File: config.mk
export PLATFORM = sky130hd
export DESIGN_NAME = lvds_tx7
export DESIGN_NICKNAME = d
export VERILOG_FILES = /design/src/rtl/lvds_pkg.sv /design/src/rtl/lvds_pix_hold.sv /design/src/rtl/lvds_slot_cnt.sv /design/src/rtl/lvds_lane_map.sv /design/src/rtl/lvds_lane_ser.sv /design/src/rtl/lvds_tx7.sv
export SDC_FILE = /design/constraint.sdc
export NUM_CORES = 1
export LEC_CHECK = 0
export CORE_UTILIZATION = 40
export DETAILED_ROUTE_END_ITERATION = 8
export PLACE_DENSITY_LB_ADDON = 0.05
export SYNTH_ARGS = -nofsm -noshare
export SYNTH_HDL_FRONTEND = slang
export SYNTH_SLANG_ARGS = --single-unit
File: constraint.sdc
create_clock -name clk -period 1.7 [get_ports clk]
set_input_delay 0.34 -clock clk [delete_from_list [all_inputs] [get_ports clk]]
set_output_delay 0.34 -clock clk [all_outputs]
set_load 0.005 [all_outputs]
File: src/rtl/lvds_pkg.sv
package lvds_pkg;
  localparam int CW      = 8;
  localparam int NSLOT   = 7;
  localparam int NLANE   = 4;
  localparam int SLOT_W  = $clog2(NSLOT);
  localparam logic [NSLOT-1:0] LANE_CLK_PAT = 7'b1100011;

  typedef enum logic [1:0] {
    MAP_N18 = 2'd0,
    MAP_UP24 = 2'd1,
    MAP_LO24 = 2'd2,
    MAP_ALT18 = 2'd3
  } map_e;

  typedef struct packed {
    logic [CW-1:0] r;
    logic [CW-1:0] g;
    logic [CW-1:0] b;
    logic          hs;
    logic          vs;
    logic          de;
  } pix_t;

  typedef logic [NSLOT-1:0] slot_word_t;
endpackage

File: src/rtl/lvds_pix_hold.sv
module lvds_pix_hold
  import lvds_pkg::*;
(
  input  logic clk,
  input  logic rst,
  input  logic in_valid,
  output logic in_ready,
  input  pix_t in_pix,
  input  logic take,
  output pix_t frame_pix,
  output logic full_o
);
  pix_t held_q;
  logic full_q;
  logic acc;

  assign in_ready  = !rst && (!full_q || take);
  assign acc       = in_valid && in_ready;
  assign frame_pix = full_q ? held_q : '0;
  assign full_o    = full_q;

  always_ff @(posedge clk) begin
    if (rst) begin
      full_q <= 1'b0;
      held_q <= '0;
    end else begin
      if (acc) held_q <= in_pix;
      if (take)     full_q <= acc;
      else if (acc) full_q <= 1'b1;
    end
  end
endmodule

File: src/rtl/lvds_slot_cnt.sv
module lvds_slot_cnt #(
  parameter int N = 7,
  localparam int W = $clog2(N)
) (
  input  logic         clk,
  input  logic         rst,
  output logic [W-1:0] slot,
  output logic         last
);
  localparam logic [W-1:0] TOP = W'(N - 1);
  logic [W-1:0] cnt_q;

  assign slot = cnt_q;
  assign last = (cnt_q == TOP);

  always_ff @(posedge clk) begin
    if (rst)       cnt_q <= TOP;
    else if (last) cnt_q <= '0;
    else           cnt_q <= cnt_q + W'(1);
  end
endmodule

File: src/rtl/lvds_lane_map.sv
module lvds_lane_map
  import lvds_pkg::*;
(
  input  logic [1:0] map_sel,
  input  pix_t       px,
  output slot_word_t words [NLANE]
);
  // word bit k is the value sent in slot k
  slot_word_t up0, up1, ctlw, lo0, lo1, lo2, hi3, low3;

  always_comb begin
    up0  = {px.r[2], px.r[3], px.r[4], px.r[5], px.r[6], px.r[7], px.g[2]};
    up1  = {px.g[3], px.g[4], px.g[5], px.g[6], px.g[7], px.b[2], px.b[3]};
    ctlw = {px.b[4], px.b[5], px.b[6], px.b[7], px.hs, px.vs, px.de};
    lo0  = {px.r[0], px.r[1], px.r[2], px.r[3], px.r[4], px.r[5], px.g[0]};
    lo1  = {px.g[1], px.g[2], px.g[3], px.g[4], px.g[5], px.b[0], px.b[1]};
    lo2  = {px.b[2], px.b[3], px.b[4], px.b[5], px.hs, px.vs, px.de};
    hi3  = {px.r[6], px.r[7], px.g[6], px.g[7], px.b[6], px.b[7], 1'b0};
    low3 = {px.r[0], px.r[1], px.g[0], px.g[1], px.b[0], px.b[1], 1'b0};
    case (map_e'(map_sel))
      MAP_UP24: begin
        words[0] = up0; words[1] = up1; words[2] = ctlw; words[3] = low3;
      end
      MAP_LO24: begin
        words[0] = lo0; words[1] = lo1; words[2] = lo2;  words[3] = hi3;
      end
      default: begin
        words[0] = up0; words[1] = up1; words[2] = ctlw; words[3] = '0;
      end
    endcase
  end
endmodule

File: src/rtl/lvds_lane_ser.sv
module lvds_lane_ser #(
  parameter int W = 7
) (
  input  logic         clk,
  input  logic         rst,
  input  logic         load,
  input  logic         mirror,
  input  logic [W-1:0] word,
  output logic         bit_o
);
  logic [W-1:0] sh_q;
  logic [W-1:0] rev;

  always_comb begin
    for (int i = 0; i < W; i++) rev[i] = word[W-1-i];
  end

  assign bit_o = sh_q[0];

  always_ff @(posedge clk) begin
    if (rst)       sh_q <= '0;
    else if (load) sh_q <= mirror ? rev : word;
    else           sh_q <= {1'b0, sh_q[W-1:1]};
  end
endmodule

File: src/rtl/lvds_tx7.sv
module lvds_tx7
  import lvds_pkg::*;
(
  input  logic          clk,
  input  logic          rst,
  input  logic [1:0]    cfg_map,
  input  logic          cfg_mirror,
  input  logic          pix_valid,
  output logic          pix_ready,
  input  logic [CW-1:0] pix_r,
  input  logic [CW-1:0] pix_g,
  input  logic [CW-1:0] pix_b,
  input  logic          pix_hs,
  input  logic          pix_vs,
  input  logic          pix_de,
  output logic [NLANE-1:0] lane_data,
  output logic          lane_clk
);
  pix_t              in_px, frame_px;
  logic              held_full;
  logic [SLOT_W-1:0] slot_q;
  logic              slot_last;
  slot_word_t        words [NLANE];

  assign in_px = '{r: pix_r, g: pix_g, b: pix_b, hs: pix_hs, vs: pix_vs, de: pix_de};

  lvds_pix_hold u_hold (
    .clk(clk), .rst(rst), .in_valid(pix_valid), .in_ready(pix_ready),
    .in_pix(in_px), .take(slot_last), .frame_pix(frame_px), .full_o(held_full)
  );

  lvds_slot_cnt #(.N(NSLOT)) u_cnt (
    .clk(clk), .rst(rst), .slot(slot_q), .last(slot_last)
  );

  lvds_lane_map u_map (
    .map_sel(cfg_map), .px(frame_px), .words(words)
  );

  for (genvar ln = 0; ln < NLANE; ln++) begin : g_lane
    lvds_lane_ser #(.W(NSLOT)) u_ser (
      .clk(clk), .rst(rst), .load(slot_last), .mirror(cfg_mirror),
      .word(words[ln]), .bit_o(lane_data[ln])
    );
  end

  lvds_lane_ser #(.W(NSLOT)) u_clk_ser (
    .clk(clk), .rst(rst), .load(slot_last), .mirror(1'b0),
    .word(LANE_CLK_PAT), .bit_o(lane_clk)
  );
endmodule

==> reports/qor.yml, run 1 <==
rows: 32
slew_violations: 0
place_congestion: 0.803
post-route-drc-count: 1
grt_pass1_wl_um: 11600
routed_via_density: 5.20
tns_ns: 0
p_leak_nw: 1.61
critical_path_required_ns: 1.93
diodes: 0
nets: 399
cp-start-kind: "flop"
clock_latency_ns: 0.34
synth_top_family_by_area: "simple AND/OR/NAND/NOR gates"
routed_wl_um: 7190
min_path_type: "input port to flop"
core_area_um2: 7730
holdWs_ns: 0.278
synth_edf_count: 0
ctsRootBufferMaster: "clkbuf_8"
grt_max_degree: 50
relSlewSlack_pct: 66.8
synthAdderAreaFrac_pct: 1.18
grtUsageTotal_pct: 17.9
outcome: "complete, but fails checks"
seq_area_frac_synth_pct: 41.5
final_cell_mix: "64 x dfxtp_1, 34 x clkdlybuf4s50_1, 28 x nor2b_1"
rsz0062_at_grt: "false"
dr.pass1.iters: 6
cap_violations: 0
hpwlAfterDp_um: 4970
die_area_um2: 8320
ctsHoldBuffers: 0
grt_overflow: 0
fp.dieW_um: 91.2
initial_core_util_pct: 41.2
min_period_over_period_pct: 89.7
p_per_area_nw_per_um2: 970
cts-buffers-inserted: 9
async_flop_share_pct: 0
syn2layout_area_growth_pct: 27.2
die_h_um: 91.2
synth_cell_types: 35
endpoint_kind: "flop"
ant_nets: 0
p_comb_share_pct: 18.0
vias: 2443
grt_pass1_vias: 2193
skew_ns: 0.0119
worstMarginPinSlew_ns: 0.497
synth_compound_area_share_pct: 18.6
n_fill_cell: 702
pwr-share-seq_pct: 44.6
final_util_pct: 52.4
cts_tree: "built"
drtIter0Drc: 127
finalSetupViolCount: 0
ctsHtreeMaxLevel: 3
fin_crit_ns: 1.53
wire_per_inst_um: 15.3
numClockSinks: 66
clk_pin_slew_worst_paths_ns: 0.07
io_pins: 39
critPathArrivalTime_ns: 1.75
port_buffers: 38
final_common_cell: "dfxtp_1"
max_freq_ghz: 0.656
syn_nets: 355
power.switching_uw: 989
antenna_found_initial: 0
yosys_warnings: 0
clockPowerShare_pct: 37.3
hold_viol: 0
synth_xor_area_share_pct: 0
peakVddDrop_v: 0.000456
swShare_pct: 25.2
p_int_mw: 2.94
cts_max_path_buffers: 2
synth_simple_gate_area_share_pct: 21.0
critPathKind: "flop to flop"
ys.flop_type: "dfxtp_1"
post_synth.cell_area_avg_um2: 9.98
synthCells: 319
path_max_fanout: 27
synthesis.area_um2: 3180
failed_checks: "design-rule violations"
ys_seq_elements: 66
muxShareOfSynthArea_pct: 11.9
drive_above_1_share_pct: 20.7
registers in the layout, summed over array words and instances (netlist names):
| name | flops |
|---|---|
| u_hold.held_q | 27 |
| u_cnt.slot | 3 |
| g_lane.u_ser.sh_q | 28 |
| u_hold.full_o | 1 |
| u_clk_ser.sh_q | 7 |
cells by family (layout without fill, tap and decap cells):
kind of cell	count (synthesis)	in the layout
AND/OR/NAND/NOR	107	107
AO/OA/AOI/OAI	84	84
multiplexers	27	27
flip-flops	66	66
adder cells (fa/ha/maj)	3	3
buffers and inverters	32	81
what timing repair did:
item	4_1_cts	5_1_grt
setup endpoints to repair	18	17
resized for setup	6	11
setup buffers	1	1
pin swaps	2	2
cloned	0	2
final cells by class:
type                            instances  area [um^2]  share of cell area (%)
Clock inverter                          4         73.8                    1.82
Clock buffer                           12          145                    3.59
Inverter                                3         11.3                   0.278
Tap cell                              102          128                    3.15
Sequential cell                        66         1320                    32.7
Timing Repair Buffer                   62          649                    16.0
Multi-Input combinational cell        221         1720                    42.4
per-layer routing:
metal / part of all wire, % / global-route usage [%] / vias up
met5: 0 / 0 / -
met4: 0.56 / 7.94 / 0
met3: 4.9 / 3.60 / 2
met2: 41 / 24.0 / 64
met1: 54 / 27.1 / 1134
li1: - / - / 1243
worst paths after layout:
check / to / slack, ns / start / cells past startpoint
max: u_hold.held_q[21] / 0.17 / u_cnt.slot[0] / 5
max reg2reg: u_hold.held_q[21] / 0.17 / u_cnt.slot[0] / 5
min reg2reg: u_clk_ser.sh_q[4] / 0.43 / u_clk_ser.sh_q[5] / 1
min: u_hold.full_o / 0.28 / rst / 2
cell usage after synthesis (6+ instances only):
library cell  instances  area share (%)
clkbuf_1             12             1.4
nand2_1               6            0.71
buf_2                 9             1.4
a21oi_1               8             1.3
o21ai_0              27             4.2
nor2_1               24             2.8
a311oi_1             14             3.9
a22o_1                7             1.9
nand3b_1              7             1.7
mux2_4               20             9.4
mux2_2                7             2.5
dfxtp_1              66              42
and3b_1              16             4.4
o21a_1               15             3.5
nor2b_1              29             5.7
power by group through the flow:
stage               Combinational [mW]  Clock, mW  Sequential [mW]
global placement                 0.678          0             1.78
CTS                              0.689       1.51             1.75
finish                           0.708       1.47             1.75
floorplan                        0.442          0             1.76
global route                     0.771       1.59             1.77
detailed placement               0.679          0             1.78
through the flow:
stage | power [mW] | cells | setup WS (ns) | instance area, um^2
CTS | 3.95 | 467 | -0.0411 | 3980
finish | 3.93 | 470 | 0.175 | 4050
global placement | 2.46 | 450 | -0.492 | 3740
detailed placement | 2.46 | 450 | -0.470 | 3740
floorplan | 2.21 | 319 | 0.0452 | 3180
global route | 4.13 | 470 | 0.107 | 4050
critical path: stages (launching register included):
cell,delay [ns]
dfxtp_1,0.32
nand3b_4,0.16
buf_4,0.16
a21oi_4,0.16
buf_12,0.23
mux2_2,0.36
Power figures use the tool's default switching activity.
==> inputs of run 2 (changes only) <==
Settings changed: PLACE_DENSITY from default to 0.74, PLACE_DENSITY_LB_ADDON 0.05 to default.
==> run 2 against run 1 <==
The flow now finishes without violations. Combinational power shrank 5.2%. Final area shrank 3.6%. Clock skew shrank 0.0045 ns. Sequential share of layout area grew 1.2 points. Critical path depth shrank 1. First-iteration DRC count grew 11%. Clock power shrank 18%. Worst hold slack lost 0.0076 ns. Die area is the same.
==> reports/qor.yml, run 2 (same netlist as run 1, synthesis figures left out) <==
slew_violations: 0
io_pins: 39
power.switching_uw: 939
cp_slowest_cell: "clkdlybuf4s50_1"
grtUsageTotal_pct: 17.6
min_path_type: "input port to flop"
endpoint_kind: "flop"
tns_ns: 0
grt_max_degree: 54
critPathArrivalTime_ns: 1.83
routed_via_density: 5.27
worstMarginPinSlew_ns: 0.465
finalSetupViolCount: 0
antenna_found_initial: 0
skew_ns: 0.00747
grt_pass1_wl_um: 11400
ctsHtreeMaxLevel: 3
critical_path_required_ns: 1.92
final_cells: 463
final_util_pct: 50.5
hpwlAfterDp_um: 4520
rsz0062_at_grt: "false"
ctsHoldBuffers: 0
crit_buf_inv: 1
cp-start-kind: "input port"
r2r-start: "u_cnt.slot[2]"
port_buffers: 38
clockPowerShare_pct: 33.2
crit_start: "cfg_mirror"
critPathKind: "input port to flop"
rows: 32
die_h_um: 91.2
top_regs: "g_lane.u_ser.sh_q x28, u_hold.held_q x27, u_clk_ser.sh_q x7"
grt_overflow: 0
nets: 392
fin_crit_ns: 1.62
final_common_cell: "dfxtp_1"
p_int_mw: 2.69
ant_nets: 0
syn2layout_area_growth_pct: 22.6
dpl_worst_slack_ns: -0.508
clock_latency_ns: 0.34
max_freq_ghz: 0.619
cp_top_family: "buffers and inverters"
crit_chain: "clkdlybuf4s50_1 > and2_1 > o21ai_0 > a311oi_1"
grt_pass1_vias: 2405
drive_above_1_share_pct: 18.0
numClockSinks: 66
diodes: 0
place_congestion: 0.837
pwr-share-seq_pct: 48.3
cts_tree: "built"
wire_per_inst_um: 14.3
relSlewSlack_pct: 68.9
ctsRootBufferMaster: "clkbuf_8"
cts-buffers-inserted: 9
p_leak_nw: 1.54
die_area_um2: 8320
path_max_fanout: 10
setup_slack_ns: 0.0842
vias: 2439
n_fill_cell: 686
r2r_setup_slack_ns: 0.12
initial_core_util_pct: 41.2
dr.pass1.iters: 4
hold_viol: 0
holdWs_ns: 0.270
hold_start: "rst"
dp.cells: 447
cap_violations: 0
clk_pin_slew_worst_paths_ns: 0.07
routed_wl_um: 6620
min_period_over_period_pct: 95.0
fp.dieW_um: 91.2
drtIter0Drc: 141
outcome: "finished clean"
cts_max_path_buffers: 2
peakVddDrop_v: 0.000584
swShare_pct: 25.9
top_register: "g_lane.u_ser.sh_q"
post-route-drc-count: 0
p_per_area_nw_per_um2: 930
final_cell_mix: "65 x dfxtp_1, 34 x clkdlybuf4s50_1, 29 x nor2b_1"
p_comb_share_pct: 18.5
slowest_delay_ns: 0.61
largest_register_ffs: 28
core_area_um2: 7730
-- run 2: changes by cell type in the layout (fill, tap and decap cells not counted), sizes merged --
cell	change
buf	-6
bufinv	-2
clkbuf	+1
clkinv	+1
dlygate4sd2	+1
dlymetal6s2s	-1
inv	-1
-- run 2: worst reg2reg max path, delay by kind of cell (launching register included) --
| family | cells | cell delay, ns |
|---|---|---|
| AO/OA/AOI/OAI | 1 | 0.35 |
| buffers and inverters | 2 | 0.36 |
| flip-flops | 1 | 0.37 |
| AND/OR/NAND/NOR | 2 | 0.37 |
-- run 2: power by group through the flow --
| stage | clock network, mW | logic, mW | registers (mW) |
|---|---|---|---|
| 6_report | 1.21 | 0.671 | 1.75 |
| 5_1_grt | 1.28 | 0.733 | 1.77 |
| 4_1_cts | 1.23 | 0.672 | 1.75 |
| 3_5_place_dp | 0 | 0.667 | 1.78 |
| 3_3_place_gp | 0 | 0.653 | 1.78 |
| 2_1_floorplan | 0 | 0.442 | 1.76 |
-- run 2: timing repair --
item                                    in CTS  in global routing
resized for setup                            8                  0
endpoints found under the setup margin      20                  0
setup buffers                                0                  0
hold endpoints to repair                     0                  0
-- run 2: path summary, 6_finish.rpt --
check | endpoint | cells past startpoint
setup / recovery | g_lane[1].u_ser.sh_q[0] | 4
hold / removal | u_hold.full_o | 2
setup reg to reg | g_lane[0].u_ser.sh_q[0] | 5
hold reg to reg | u_clk_ser.sh_q[4] | 1
-- run 2: layout make-up --
class / count / area (um^2) / area share, %
clock inverter: 2 / 10.0 / 0.256
tap: 102 / 128 / 3.27
clock buffer: 14 / 173 / 4.42
multi-input combinational: 221 / 1690 / 43.4
inverter: 3 / 11.3 / 0.289
sequential: 66 / 1330 / 34.0
timing repair buffer: 55 / 562 / 14.4
-- run 2: metal layers --
layer | wire length (um) | global-route usage [%]
met1 | 3240 | 23.8
met2 | 2910 | 26.0
met3 | 328 | 3.43
met4 | 142 | 9.79
met5 | 0 | 0
-- run 2: per-stage QoR --
stage               cell area [um^2]  power, mW
global route                    3900       3.78
global placement                3700       2.44
detailed placement              3700       2.45
floorplan                       3180       2.21
CTS                             3900       3.66
finish                          3900       3.63
==> inputs of run 3 (changes only) <==
Settings changed: CELL_PAD_IN_SITES_DETAIL_PLACEMENT from default to 0, CELL_PAD_IN_SITES_GLOBAL_PLACEMENT from default to 1, CORE_UTILIZATION 40 to 39, PLACE_DENSITY 0.74 to 0.87, REMOVE_ABC_BUFFERS from default to 1, SKIP_LAST_GASP from default to 1.
==> run 3 against run 2 <==
Sequential power hardly changed. Final area is 2.1% higher. Sequential share of layout area is 0.63 points lower. Die area is 2.5% higher. Register-to-register slack better by 0.05 ns. Cell count is 2.4% higher. Global-route usage is 0.054 points higher. Combinational power is 1% higher. Via count is 2.9% higher. Maximum frequency is 4.9% higher. Worst setup slack better by 0.076 ns. Highest routed layer unchanged.
==> reports/qor.yml, run 3 (same netlist as run 1, synthesis figures left out) <==
slew_violations: 0
numClockSinks: 66
ant_nets: 0
syn2layout_area_growth_pct: 25.2
wl_met3_um: 271
place_congestion: 0.819
worstMarginPinSlew_ns: 0.456
pwr-share-seq_pct: 47.2
grtUsageTotal_pct: 17.6
ctsRootBufferMaster: "clkbuf_8"
grt_pass1_vias: 2532
io_pins: 39
relSlewSlack_pct: 69.6
wire_per_inst_um: 14.8
met1_length_um: 3290
die_area_um2: 8530
min_path_type: "input port to flop"
critPathCapture: "pix_ready"
clk_pin_slew_worst_paths_ns: 0.07
grt_max_degree: 45
routed_wl_um: 7000
totalPowerFinal_mw: 3.73
rsz0062_at_grt: "false"
post-route-drc-count: 0
path_max_fanout: 6
wl_met2_um: 3300
p_comb_share_pct: 18.2
rr_endpoint: "u_hold.held_q[16]"
swShare_pct: 26.9
largest_register_ffs: 28
port_buffers: 38
skew_ns: 0.00694
cts-buffers-inserted: 9
hold_viol: 0
outcome: "finished clean"
top_regs: "g_lane.u_ser.sh_q x28, u_hold.held_q x27, u_clk_ser.sh_q x7"
cts_tree: "built"
final_cell_mix: "63 x dfxtp_1, 34 x clkdlybuf4s50_1, 28 x nor2b_1"
grt_overflow: 0
drtIter0Drc: 117
nets: 403
fin_crit_ns: 1.54
core_area_um2: 7810
min_period_over_period_pct: 90.6
rows: 32
routed_via_density: 5.29
clockPowerShare_pct: 34.6
drive_above_1_share_pct: 21.5
critical_path_required_ns: 1.36
p_leak_nw: 1.61
hpwlAfterDp_um: 4920
peakVddDrop_v: 0.000380
dp.cells: 457
clock_latency_ns: 0.34
holdWs_ns: 0.324
r2r-start: "u_cnt.slot[1]"
top_layer: "met4"
dr.pass1.iters: 4
crit_start: "u_cnt.slot[1]"
fp.dieW_um: 92.3
final_cells: 474
p_int_mw: 2.73
antenna_found_initial: 0
min_path_cells: 2
r2r_cells: 5
grt_pass1_wl_um: 11800
critPathKind: "flop to output port"
p_per_area_nw_per_um2: 936
finalSetupViolCount: 0
critPathArrivalTime_ns: 1.20
ctsHtreeMaxLevel: 3
diodes: 0
endpoint_kind: "output port"
top_register: "g_lane.u_ser.sh_q"
final_common_cell: "dfxtp_1"
cap_violations: 0
initial_core_util_pct: 40.8
max_freq_ghz: 0.649
power.switching_mw: 1.00
ctsHoldBuffers: 0
r2r_setup_slack_ns: 0.17
cts_max_path_buffers: 2
cp-start-kind: "flop"
die_h_um: 92.3
vias: 2509
==> run 3: metrics by stage <==
step	util [%]	setup slack [ns]	instance area (um^2)	setup TNS (ns)
detailed placement	48.1	-0.488	3750	-11.84
CTS	50.9	-0.0180	3980	-0.0322
global route	51.0	0.0788	3980	0
floorplan	-	-0.175	3010	-3.44
finish	51.0	0.160	3980	0
global placement	48.1	-0.416	3750	-10.60
==> run 3: layout make-up <==
class                           count  area, um^2
Multi-Input combinational cell    221        1700
Fill cell                         749        3820
Tap cell                          102         128
Clock inverter                      7        70.1
Clock buffer                        9         124
Timing Repair Buffer               66         624
Inverter                            3        11.3
Sequential cell                    66        1330
==> run 3: power by group through the flow <==
stage                     Combinational, mW  Clock [mW]  Sequential [mW]
after floorplan                       0.371           0             1.77
after global placement                0.657           0             1.79
after detailed placement              0.669           0             1.79
after CTS                             0.681        1.30             1.76
after global routing                  0.742        1.39             1.77
final                                 0.681        1.29             1.76
==> run 3: worst min-delay path by stage <==
| stage | start | endpoint | slack, ns |
|---|---|---|---|
| finish | rst | u_clk_ser.sh_q[0] | 0.32 |
| global route | rst | u_clk_ser.sh_q[0] | 0.34 |
| CTS | rst | u_clk_ser.sh_q[0] | 0.31 |
| detailed placement | u_clk_ser.sh_q[5] | u_clk_ser.sh_q[4] | 0.42 |
| global placement | u_clk_ser.sh_q[5] | u_clk_ser.sh_q[4] | 0.41 |
| floorplan | u_clk_ser.sh_q[3] | u_clk_ser.sh_q[2] | 0.41 |
==> run 3: worst max-delay path, stage by stage (launching register included) <==
cell	delay, ns
dfxtp_2	0.39
nand3b_4	0.08
a21oi_1	0.15
dlygate4sd2_1	0.24
==> run 3: routing by layer <==
layer,vias to the layer above,GRT usage [%]
met3,14,4.68
met4,0,6.64
met2,49,28.2
met1,1208,22.6
met5,-,0
li1,1238,-
==> run 3: what timing repair did <==
| action | CTS | global route |
|---|---|---|
| setup endpoints to repair | 21 | 22 |
| cloned | 1 | 0 |
| setup buffers | 0 | 0 |
| gates resized for setup | 8 | 5 |
| pin swaps | 2 | 2 |
| hold endpoints to repair | 0 | 0 |
